### config.mk
export PLATFORM = sky130hd
export DESIGN_NAME = cs_decoder
export DESIGN_NICKNAME = d
export VERILOG_FILES = /design/src/rtl/cs_decoder.sv
export SDC_FILE = /design/constraint.sdc
export NUM_CORES = 1
export LEC_CHECK = 0
export CORE_ASPECT_RATIO = 1.2
export CORE_MARGIN = 2
export CORE_UTILIZATION = 40
export CTS_CLUSTER_SIZE = 16
export DETAILED_ROUTE_END_ITERATION = 7
export PLACE_DENSITY = 0.6
export SYNTH_ARGS = -nofsm -noshare
export SYNTH_HDL_FRONTEND = slang
export SYNTH_SLANG_ARGS = --single-unit
### constraint.sdc
create_clock -name clk -period 7.1 [get_ports clk]
set_input_delay 0.71 -clock clk [delete_from_list [all_inputs] [get_ports clk]]
set_output_delay 0.71 -clock clk [all_outputs]
set_load 0.02 [all_outputs]
### src/rtl/cs_decoder.sv
module cs_decoder #(
  parameter int AW  = 32,
  parameter int LSB = 16,
  parameter int NCS = 8,
  parameter int NDR = 2
) (
  input  logic              clk,
  input  logic              rst_n,
  input  logic              cfg_we,
  input  logic [$clog2(NCS+NDR+1)-1:0] cfg_idx,
  input  logic [AW-LSB-1:0] cfg_base,
  input  logic [AW-LSB-1:0] cfg_mask,
  input  logic              cfg_valid,
  input  logic [1:0]        cfg_psize,
  input  logic              cfg_burst,
  input  logic              cfg_int_term,
  input  logic              bus_req,
  input  logic [AW-1:0]     bus_addr,
  input  logic              bus_rd,
  input  logic [1:0]        bus_tsize,
  output logic [NCS-1:0]    cs_n,
  output logic [NDR-1:0]    dram_n,
  output logic              oe_n,
  output logic [3:0]        bs_n,
  output logic [1:0]        cyc_psize,
  output logic              cyc_burst,
  output logic              cyc_ext_term,
  output logic              cyc_err
);
  localparam int NREG = NCS + NDR;
  localparam int CW   = AW - LSB;
  localparam int IW   = $clog2(NREG + 1);
  localparam int NW   = $clog2(NREG + 1);

  localparam logic [1:0] PS32 = 2'b00;
  localparam logic [1:0] PS8  = 2'b01;
  localparam logic [1:0] PS16 = 2'b10;

  logic [CW-1:0] base_q [NREG];
  logic [CW-1:0] mask_q [NREG];
  logic [1:0]    ps_q   [NREG];
  logic [NREG-1:0] vld_q, bst_q, itm_q;

  always_ff @(posedge clk or negedge rst_n) begin
    if (!rst_n) begin
      vld_q <= '0;
      bst_q <= '0;
      itm_q <= '0;
      for (int i = 0; i < NREG; i++) begin
        base_q[i] <= '0;
        mask_q[i] <= '0;
        ps_q[i]   <= PS32;
      end
    end else if (cfg_we && (cfg_idx < IW'(NREG))) begin
      base_q[cfg_idx] <= cfg_base;
      mask_q[cfg_idx] <= cfg_mask;
      ps_q[cfg_idx]   <= cfg_psize;
      vld_q[cfg_idx]  <= cfg_valid;
      bst_q[cfg_idx]  <= cfg_burst;
      itm_q[cfg_idx]  <= cfg_int_term;
    end
  end

  logic [NREG-1:0] hit;
  for (genvar g = 0; g < NREG; g++) begin : g_cmp
    assign hit[g] = vld_q[g] &&
      (((bus_addr[AW-1:LSB] ^ base_q[g]) & ~mask_q[g]) == '0);
  end

  logic [NCS-1:0] cs_hit;
  logic [NDR-1:0] dr_hit;
  logic [NW-1:0]  ncs, ndr;
  logic           single, clash;
  assign cs_hit = hit[NCS-1:0];
  assign dr_hit = hit[NREG-1:NCS];
  assign ncs    = NW'($countones(cs_hit));
  assign ndr    = NW'($countones(dr_hit));
  assign single = (ncs + ndr) == NW'(1);
  assign clash  = (ndr > NW'(1)) || ((ndr != '0) && (ncs != '0));

  logic [1:0] sel_ps;
  logic       sel_bst, sel_itm;
  always_comb begin
    sel_ps  = PS32;
    sel_bst = 1'b0;
    sel_itm = 1'b0;
    for (int i = 0; i < NREG; i++) begin
      if (hit[i]) begin
        sel_ps  = ps_q[i];
        sel_bst = bst_q[i];
        sel_itm = itm_q[i];
      end
    end
  end

  logic [1:0] eff_ps;
  assign eff_ps = single ? sel_ps : PS32;

  logic [3:0] lane;
  always_comb begin
    lane = 4'b0000;
    case (eff_ps)
      PS8:  lane = 4'b0001;
      PS16: begin
        if (bus_tsize == 2'b00) lane = bus_addr[0] ? 4'b0010 : 4'b0001;
        else                    lane = 4'b0011;
      end
      default: begin
        case (bus_tsize)
          2'b00:   lane = 4'b0001 << bus_addr[1:0];
          2'b01:   lane = bus_addr[1] ? 4'b1100 : 4'b0011;
          default: lane = 4'b1111;
        endcase
      end
    endcase
  end

  logic unused_addr;
  assign unused_addr = ^bus_addr[LSB-1:2];

  logic           busy_q, rd_q;
  logic [NCS-1:0] cs_q;
  logic [NDR-1:0] dr_q;
  logic [3:0]     lane_q;

  always_ff @(posedge clk or negedge rst_n) begin
    if (!rst_n) begin
      busy_q       <= 1'b0;
      rd_q         <= 1'b0;
      cs_q         <= '0;
      dr_q         <= '0;
      lane_q       <= '0;
      cyc_psize    <= PS32;
      cyc_burst    <= 1'b0;
      cyc_ext_term <= 1'b1;
      cyc_err      <= 1'b0;
    end else if (bus_req) begin
      busy_q       <= 1'b1;
      rd_q         <= bus_rd;
      cs_q         <= cs_hit;
      dr_q         <= clash ? '0 : dr_hit;
      lane_q       <= lane;
      cyc_psize    <= eff_ps;
      cyc_burst    <= single && !clash && sel_bst;
      cyc_ext_term <= !(single && !clash && sel_itm);
      cyc_err      <= clash;
    end else begin
      busy_q       <= 1'b0;
      rd_q         <= 1'b0;
      cs_q         <= '0;
      dr_q         <= '0;
      lane_q       <= '0;
      cyc_psize    <= PS32;
      cyc_burst    <= 1'b0;
      cyc_ext_term <= 1'b1;
      cyc_err      <= 1'b0;
    end
  end

  always_ff @(negedge clk or negedge rst_n) begin
    if (!rst_n) begin
      cs_n   <= '1;
      dram_n <= '1;
      oe_n   <= 1'b1;
      bs_n   <= 4'hF;
    end else begin
      cs_n   <= ~(cs_q & {NCS{busy_q}});
      dram_n <= ~(dr_q & {NDR{busy_q}});
      oe_n   <= ~(busy_q && rd_q && (cs_q != '0));
      bs_n   <= ~({lane_q[0], lane_q[1], lane_q[2], lane_q[3]} & {4{busy_q}});
    end
  end


  fallback_on_no_sel_chk: assert property (@(posedge clk) disable iff (!rst_n)
    ((&cs_n) && (&dram_n)) |-> (cyc_psize == PS32 && !cyc_burst && cyc_ext_term));


  multi_cs_fallback_chk: assert property (@(posedge clk) disable iff (!rst_n)
    ($countones(~cs_n) > 1) |-> (cyc_psize == PS32 && !cyc_burst && cyc_ext_term));


  clash_no_dram_chk: assert property (@(posedge clk) disable iff (!rst_n)
    cyc_err |-> ((&dram_n) && cyc_ext_term && !cyc_burst));


  idle_quiet_chk: assert property (@(posedge clk) disable iff (!rst_n)
    !busy_q |-> ((&cs_n) && (&dram_n) && (&bs_n) && oe_n && !cyc_err));


  oe_needs_cs_chk: assert property (@(posedge clk) disable iff (!rst_n)
    !oe_n |-> !(&cs_n));
endmodule

======== Word level (Yosys, flattened, before mapping) ========
Cells that the tools add are included.
word-level totals
  register bits after elaboration ......... 406
  latch bits .............................. 0
  memory bits (writable) .................. 0
  memory bits (read-only) ................. 0
  memories ................................ 0
cells by class
  $add $sub $neg .......................... 9
  multipliers ............................. 0
  divide/modulo/power cells ............... 0
  magnitude comparators ................... 6
  equal/unequal tests ..................... 4
  shift operators ......................... 1
  mux-type cells .......................... 58
  bitwise operators ....................... 38
  reductions and logical operators ........ 36
operator list
  kind                count
  $bwmux 160          2
  $and 16x16->16      10
  $logic_not 16->1    10
  $not 16->16         10
  $xor 16x16->16      10
  $demux 16 s4        1
  $mux 2              17
  $bwmux 10           3
  $mux 1              26
  $bwmux 20           1
  $logic_and 1x1->1   19
  $mux 16             1
  $pmux 4 s2          2
  $add 1x1->2         5
  $and 8x8->8         1
  $demux 2 s4         1
  $mux 4              2
  $mux 8              1
  $not 8->8           1
  $reduce_bool 4->1   2
  $reduce_bool 8->1   1
  $add 2x2->3         2
  $ge 5x5->1 const B  1
  $lt 4x5->1 const B  1
  20 further kinds    22

======== Logic depth before layout (Yosys ltp) ========
Gate-level depths: netlist of the first run.
  depth in word-level cells ............... 18
  depth in mapped cells ................... 27

==> results.yml, run 1 <==
timing:
  rsz0062_at_grt: "false"
  hold_violations: 0
  fmax_ghz: 0.148
  finalSetupViolCount: 0
  fin_ws_ps: 341
  period_share: 0.952
  timing.slew.headroom: 0.166
  layout_min_cycle_time_ps: 6760
  fin_worst_skew_ps: 48.7
  tightest_slew_ps: 1250
  setup_tns_ps: 0
  drv_slew: 0
logic_synthesis:
  seq_area_frac_synth: 0.562
  syn_nets: 1424
  synthCells: 1330
  synth-edff-count: 0
  async_reset_ff_frac: 1.00
  avgSynthCellArea_um2: 13.6
  synth_flop_cell: "dfrtp_1"
  synth_area_um2: 18100
  ys_ff_latch: 406
  ys_types: 61
  synth-warning-count: 0
setup_path:
  crit_arrival_ps: 7200
  required_ps: 7540
  path_max_fanout: 4
  slowest_stage: "fa_1"
  worstSetupStartpoint: "bus_addr[17]"
  reg2reg_depth: 26
  max_stage_delay_ps: 540
  worstSetupPathType: "input pin to flip-flop"
  endpoint: "lane_q[0]"
  worst_setup_path_end_kind: "flip-flop"
  start_kind: "input pin"
  ff2ff_setup_slack_ps: 660
  r2r-end: "lane_q[0]"
  timing.rr.start: "base_q[109]"
  crit_path_frequent_cell: "fa_1"
detailed_routing:
  drt-initial-drc-count: 467
  viasPerCell: 5.15
  wl_per_cell_um: 22.6
  route.detailed.drc: 0
  vias: 10900
  firstDrtPassIters: 4
  postRouteWirelength_um: 47800
  ant_nets: 0
place:
  port_buffers: 85
  place_congestion: 0.858
  dp_slack_ps: -286
  hpwlAfterDp_um: 32300
  place_inst: 2021
cells_and_area:
  finalNonFillerCells: 2117
  layout-drive-gt1-share: 0.383
  diodes: 0
  fin_util: 0.483
  layout.nets: 1567
  area_growth_syn_to_layout_pct: 19.3
cts:
  clk_pin_slew_ps: 50
  cts-root-buf: "clkbuf_16"
  cts_buffers: 45
  cts_tree: "built"
  h-tree-depth: 2
  cts_buffer_depth: 3
  cts_hold_repair.buffers: 0
  clock_sinks: 406
  clock_latency_ps: 600
die:
  rows: 85
  die-area_um2: 47000
  io-pin-count: 100
  initial_core_util: 0.404
  fp.dieW_um: 198
  die_y_um: 237
  core_area_um2: 44800
global_routing:
  antenna_found_initial: 3
  grt_pass1_vias: 11500
  grt_pass1_wl_um: 72300
  grt_max_degree: 93
  grt_use_total: 0.210
  gr-total-overflow: 0
power:
  power_mw: 6.79
  peakVddDrop_mv: 0.192
  power_density_nw_per_um2: 314
  p_leak_nw: 9.25
run:
  cap_violations: 0
min_path:
  hp-class: "input pin to asynchronous set/reset pin"
status:
  outcome: "complete, no violations"
[cell families (layout without fill, tap and decap cells)]
kind of cell	count (synthesis)	in the layout	share of synthesized area
simple gates	137	137	0.0372
mux	370	370	0.230
compound gates	126	126	0.0504
flops	406	406	0.562
buf+inv	116	294	0.0296
xor+xnor	161	161	0.0787
fa+ha+maj	14	14	0.0117
[layout by cell type, fill, tap and decap left out, types with 11 or more instances in the layout]
cell type	Yosys	layout
inv_1	21	35
buf_4	10	89
o22ai_1	63	63
mux2_2	370	370
nand2_1	29	27
dfstp_2	16	16
nor2_1	40	39
clkbuf_16	0	46
xnor2_1	159	158
clkbuf_8	1	11
dfrtp_1	390	390
nor3_1	14	13
o21ai_0	18	18
clkbuf_1	37	13
clkdlybuf4s50_1	0	83
[registers in the layout, indices dropped and copies added (netlist names)]
signal / cells
base_q: 160
mask_q: 160
ps_q: 20
bst_q: 10
itm_q: 10
vld_q: 10
cs_n: 8
cs_q: 8
bs_n: 4
lane_q: 4
cyc_psize: 2
dr_q: 2
dram_n: 2
busy_q: 1
cyc_burst: 1
cyc_err: 1
cyc_ext_term: 1
oe_n: 1
rd_q: 1
[area by class of cell]
| cell class | instances | area (um^2) |
|---|---|---|
| well taps | 609 | 762 |
| clock buffers | 70 | 1350 |
| repair buffers | 175 | 1550 |
| fillers | 3942 | 23200 |
| clock inverters | 27 | 239 |
| inverters | 22 | 83.8 |
| flip-flops and latches | 406 | 10200 |
| multi-input cells | 808 | 7450 |
[metal layers]
| layer | share of wire | wire length (um) | up-vias | track usage |
|---|---|---|---|---|
| met5 | 0 | 0 | - | 0 |
| met4 | 0.032 | 1550 | 0 | 0.0752 |
| met3 | 0.036 | 1730 | 76 | 0.0289 |
| met2 | 0.49 | 23600 | 207 | 0.359 |
| met1 | 0.44 | 20900 | 5646 | 0.271 |
| li1 | - | - | 4966 | - |
[what timing repair did]
item / CTS / global route
hold endpoints to repair: 0 / 0
resized for setup: 0 / 5
setup buffers: 0 / 0
endpoints found under the setup margin: 0 / 2
[report_power, final]
group          internal [mW]  switching [mW]
logic                  0.708           0.546
clock network           1.48           0.961
registers               2.81           0.280
total                   5.00            1.79
[synthesized netlist by cell type, types with 2 or more instances]
| library cell | number | area share |
|---|---|---|
| nor2b_1 | 2 | 0.00069 |
| o22a_1 | 3 | 0.0015 |
| nor3b_1 | 3 | 0.0012 |
| nor2_1 | 40 | 0.0083 |
| o211a_1 | 3 | 0.0017 |
| o22ai_2 | 3 | 0.0021 |
| buf_1 | 38 | 0.0079 |
| nand2b_1 | 2 | 0.00069 |
| fa_1 | 5 | 0.0055 |
| nand3_1 | 9 | 0.0025 |
| nor3_1 | 14 | 0.0039 |
| and2_1 | 2 | 0.00069 |
| a21oi_1 | 8 | 0.0022 |
| or2_2 | 2 | 0.00069 |
| ha_1 | 9 | 0.0062 |
| buf_4 | 10 | 0.0041 |
| a31oi_1 | 3 | 0.0010 |
| clkbuf_1 | 37 | 0.0077 |
| and3_1 | 3 | 0.0010 |
| o311a_1 | 2 | 0.0011 |
| or3b_2 | 2 | 0.00097 |
| dfstp_2 | 16 | 0.023 |
| xnor2_2 | 2 | 0.0018 |
| dfrtp_1 | 390 | 0.54 |
| o311ai_0 | 3 | 0.0015 |
| o22ai_1 | 63 | 0.022 |
| or3_1 | 3 | 0.0010 |
| nand4_1 | 6 | 0.0021 |
| xnor2_1 | 159 | 0.077 |
| nand3b_1 | 3 | 0.0012 |
| buf_6 | 7 | 0.0044 |
| a221oi_1 | 2 | 0.00097 |
| o2111ai_1 | 2 | 0.00097 |
| nor4_1 | 13 | 0.0045 |
| mux2_2 | 370 | 0.23 |
| o21ai_0 | 18 | 0.0050 |
| nand2_1 | 29 | 0.0060 |
| inv_1 | 21 | 0.0044 |
[worst min-delay path by stage]
stage	cells past startpoint	end	startpoint
final	1	base_q[83]	rst_n
after global routing	1	base_q[115]	rst_n
after CTS	1	mask_q[83]	rst_n
after detailed placement	1	vld_q[0]	vld_q[0]
after global placement	1	vld_q[3]	vld_q[3]
after floorplan	0	base_q[0]	rst_n
[critical path: cells and delay by family]
| family | cells | cell delay [ps] |
|---|---|---|
| xor gates and xnor gates | 1 | 180 |
| AOI/OAI and AO/OA | 7 | 1350 |
| buffers and inverters | 7 | 1170 |
| adders and majority gates | 7 | 2830 |
| and+or+nand+nor | 5 | 950 |
[per-stage QoR]
stage               area, um^2  hold slack [ps]
floorplan                18100              414
global placement         20000              481
detailed placement       20000              488
CTS                      21600              165
global route             21600              164
finish                   21600              125
(Power assumes the default switching activity.)
==> inputs of run 2 (changes only) <==
Settings changed: CAP_MARGIN from default to 25, CORE_ASPECT_RATIO 1.2 to default.
==> results.yml, run 2 (synthesized netlist as in run 1, its figures left out) <==
status:
  outcome: "complete, no violations"
global_routing:
  grt_max_degree: 131
  grt_use_total: 0.209
  grt_pass1_wl_um: 72400
  gr-total-overflow: 0
  antenna_found_initial: 0
  grt_pass1_vias: 11500
power:
  power_mw: 6.64
  p_leak_nw: 9.25
  power_density_nw_per_um2: 307
  peakVddDrop_mv: 0.222
min_path:
  hp-class: "input pin to asynchronous set/reset pin"
timing:
  timing.slew.headroom: 0.309
  fmax_ghz: 0.149
  rsz0062_at_grt: "false"
  fin_worst_skew_ps: 63.6
  period_share: 0.947
  hold_violations: 0
  finalSetupViolCount: 0
  drv_slew: 0
  layout_min_cycle_time_ps: 6720
  tightest_slew_ps: 1040
cts:
  cts_buffer_depth: 3
  h-tree-depth: 2
  cts_buffers: 44
  cts-root-buf: "clkbuf_16"
  clock_latency_ps: 620
  clk_pin_slew_ps: 60
  cts_hold_repair.buffers: 0
  clock_sinks: 406
  cts_tree: "built"
detailed_routing:
  route.detailed.drc: 0
  drt-initial-drc-count: 532
  wl_per_cell_um: 22.8
  vias: 11100
  viasPerCell: 5.26
  firstDrtPassIters: 4
  postRouteWirelength_um: 47900
  ant_nets: 0
die:
  fp.dieW_um: 217
  die-area_um2: 47000
  core_area_um2: 44400
  initial_core_util: 0.408
  rows: 77
  io-pin-count: 100
  die_y_um: 217
place:
  hpwlAfterDp_um: 32400
  place_inst: 2008
  placed_area_um2: 20000
  place_congestion: 0.791
  port_buffers: 85
cells_and_area:
  fin_util: 0.487
  area_growth_syn_to_layout_pct: 19.4
  layout_commonest_cell: "dfrtp_1"
  final_cell_mix: "dfrtp_1 (390), mux2_2 (370), xnor2_1 (159)"
  regArea_um2: 10200
  multi_input_area_um2: 7430
  reg_top3: "base_q: 160 flops, mask_q: 160 flops, ps_q: 20 flops"
  finalNonFillerCells: 2102
  layout-drive-gt1-share: 0.384
  n_fill_cell: 3931
  diodes: 0
  final_area_um2: 21600
  layout.nets: 1574
setup_path:
  required_ps: 7560
  start_kind: "input pin"
  worst_setup_path_end_kind: "flip-flop"
  crit_arrival_ps: 7180
  path_max_fanout: 4
  worstSetupPathType: "input pin to flip-flop"
run:
  cap_violations: 0
==> run 2: final cells by class <==
type / instances / share of cell area
inverter: 22 / 0.00388
clock buffer: 64 / 0.0586
timing repair buffer: 183 / 0.0793
multi-input combinational: 808 / 0.344
sequential: 406 / 0.471
tap: 592 / 0.0343
clock inverter: 27 / 0.00932
==> run 2: path summary, 6_finish.rpt <==
kind                         startpoint         end  slack, ps  cells past startpoint
setup / recovery           bus_addr[21]   lane_q[0]        380                     28
hold / removal                    rst_n  mask_q[35]        230                      1
setup reg to reg            base_q[148]   lane_q[0]        790                     27
hold reg to reg                vld_q[0]    vld_q[0]        500                      1
max in group asynchronous         rst_n     cs_n[1]       2740                      1
min in group clk               vld_q[0]    vld_q[0]        500                      1
==> run 2: where the power goes <==
part | internal, mW | switching [mW] | total [mW]
clock network | 1.32 | 0.960 | 2.28
logic | 0.711 | 0.552 | 1.26
registers | 2.81 | 0.277 | 3.09
total | 4.85 | 1.79 | 6.64
==> run 2: worst max-delay path: stages <==
cell and delay, ps:
clkdlybuf4s50_1 570, buf_4 230, xnor2_1 190, o22ai_1 140
nor4_1 210, buf_4 180, and3_1 200, fa_1 420
inv_1 80, fa_1 420, fa_1 490, inv_1 40
ha_1 200, fa_1 460, ha_1 290, a21oi_1 220
xnor2_1 150, and3_1 170, o311a_2 190, o21ai_0 110
or3_2 500, o32ai_2 190, inv_1 100, ha_1 230
nor2_1 110, a21oi_1 70, a31oi_1 230, nor2_1 80
==> run 2: stage by stage <==
step / TNS (ps) / worst slack (ps) / hold WS [ps]
2_1_floorplan: 0 / 455 / 414
3_3_place_gp: -294 / -148 / 481
3_5_place_dp: -457 / -233 / 488
4_1_cts: 0 / 378 / 288
5_1_grt: 0 / 49.7 / 320
6_report: 0 / 379 / 235
==> run 2: per-layer routing <==
layer / track usage / vias up / part of all wire
met5: 0 / - / 0
met4: 0.0646 / 0 / 0.027
met3: 0.0342 / 71 / 0.041
met2: 0.348 / 195 / 0.48
met1: 0.281 / 5808 / 0.45
li1: - / 4986 / -
==> run 2: what timing repair did <==
item                                    in CTS  in global routing
resized for setup                            0                  1
endpoints found under the setup margin       0                  2
setup buffers                                0                  0
==> inputs of run 3 (changes only) <==
Settings changed: MAX_ROUTING_LAYER from default to met4.
==> results.yml, run 3 (synthesized netlist as in run 1, its figures left out) <==
cells_and_area:
  layout_commonest_cell: "dfrtp_1"
  reg_top3: "base_q: 160 flops, mask_q: 160 flops, ps_q: 20 flops"
  layout.nets: 1573
  finalNonFillerCells: 2101
  n_fill_cell: 3934
  diodes: 0
  final_cell_mix: "dfrtp_1 (390), mux2_2 (370), xnor2_1 (159)"
  final_area_um2: 21600
  area_growth_syn_to_layout_pct: 19.2
  layout-drive-gt1-share: 0.384
cts:
  clock_sinks: 406
  cts_hold_repair.buffers: 0
  cts_buffer_depth: 3
  cts-root-buf: "clkbuf_16"
  cts_buffers: 44
  h-tree-depth: 2
  clk_pin_slew_ps: 60
  clock_latency_ps: 620
  cts_tree: "built"
timing:
  fmax_ghz: 0.150
  finalSetupViolCount: 0
  hold_violations: 0
  tightest_slew_ps: 1020
  fin_worst_skew_ps: 64.3
  drv_slew: 0
  layout_min_cycle_time_ps: 6680
  timing.slew.headroom: 0.318
  rsz0062_at_grt: "false"
  period_share: 0.941
place:
  hpwlAfterDp_um: 32400
  placed_area_um2: 20000
  place_inst: 2008
  port_buffers: 85
  place_congestion: 0.802
detailed_routing:
  ant_nets: 0
  viasPerCell: 5.28
  firstDrtPassIters: 4
  drt-initial-drc-count: 552
  route.detailed.drc: 0
  wl_per_cell_um: 22.8
  vias: 11100
  postRouteWirelength_um: 47900
power:
  p_leak_nw: 9.24
  power_mw: 6.64
  peakVddDrop_mv: 0.224
  power_density_nw_per_um2: 307
global_routing:
  antenna_found_initial: 0
  grt_use_total: 0.215
  grt_max_degree: 131
  grt_pass1_vias: 11400
  gr-total-overflow: 0
  grt_pass1_wl_um: 72500
setup_path:
  crit_arrival_ps: 7140
  r2r-end: "lane_q[0]"
  worstSetupStartpoint: "bus_addr[21]"
  ff2ff_setup_slack_ps: 800
  reg2reg_depth: 26
  worstSetupPathType: "input pin to flip-flop"
  worst_setup_path_end_kind: "flip-flop"
  path_max_fanout: 4
  timing.rr.start: "base_q[143]"
  endpoint: "lane_q[0]"
  required_ps: 7570
  start_kind: "input pin"
die:
  initial_core_util: 0.408
  die_y_um: 217
  io-pin-count: 100
  die-area_um2: 47000
  fp.dieW_um: 217
  core_area_um2: 44400
  rows: 77
run:
  cap_violations: 0
status:
  outcome: "complete, no violations"
min_path:
  hp-class: "input pin to asynchronous set/reset pin"
-- run 3: cell types whose count changed in the layout (fill, tap and decap cells not counted), sizes merged --
cell and delta:
buf -1
-- run 3: routing by layer --
metal / up-vias / part of all wire / wire length (um) / track usage
met3: 68 / 0.039 / 1870 / 0.0327
li1: 4981 / - / - / -
met5: - / 0 / 0 / -
met2: 195 / 0.49 / 23200 / 0.349
met4: 0 / 0.025 / 1210 / 0.0621
met1: 5849 / 0.45 / 21600 / 0.281
-- run 3: what timing repair did --
item                       CTS  global route
setup buffers                0             0
resized for setup            0             1
setup endpoints to repair    0             2
-- run 3: how the worst min path moves through the flow --
stage,from,endpoint,cells past startpoint
after global placement,vld_q[3],vld_q[3],1
after floorplan,rst_n,base_q[0],0
after CTS,rst_n,base_q[32],1
after detailed placement,vld_q[4],vld_q[4],1
after global routing,rst_n,mask_q[96],1
final,rst_n,mask_q[35],1
-- run 3: area by class of cell --
class	count	area (um^2)	share of cell area
Sequential cell	406	10200	0.472
Multi-Input combinational cell	808	7430	0.344
Timing Repair Buffer	182	1690	0.0781
Clock buffer	64	1270	0.0587
Tap cell	592	741	0.0343
Clock inverter	27	201	0.00933
Inverter	22	83.8	0.00388
-- run 3: worst max-delay path, stage by stage --
cell             delay (ps)
clkdlybuf4s50_1         550
buf_4                   220
xnor2_1                 190
o22ai_1                 140
nor4_1                  210
buf_4                   180
and3_1                  200
fa_1                    420
inv_1                    80
fa_1                    420
fa_1                    490
inv_1                    40
ha_1                    200
fa_1                    460
ha_1                    290
a21oi_1                 220
xnor2_1                 150
and3_1                  170
o311a_2                 190
o21ai_0                 110
or3_2                   500
o32ai_2                 190
inv_1                   100
ha_1                    230
nor2_1                  110
a21oi_1                  70
a31oi_1                 230
nor2_1                   80
-- run 3: per-stage QoR --
| stage | utilization | worst slack, ps | TNS (ps) | hold WS (ps) |
|---|---|---|---|---|
| final | 0.486 | 422 | 0 | 231 |
| after global routing | 0.486 | 49.7 | 0 | 320 |
| after CTS | 0.484 | 378 | 0 | 288 |
| after detailed placement | 0.451 | -233 | -457 | 488 |
| after global placement | 0.450 | -148 | -294 | 481 |
| after floorplan | - | 455 | 0 | 414 |
-- run 3: power by group --
group / internal [mW] / switching (mW) / leakage (nW)
Sequential: 2.81 / 0.277 / 4.98
Combinational: 0.709 / 0.553 / 3.49
Clock: 1.32 / 0.962 / 0.769
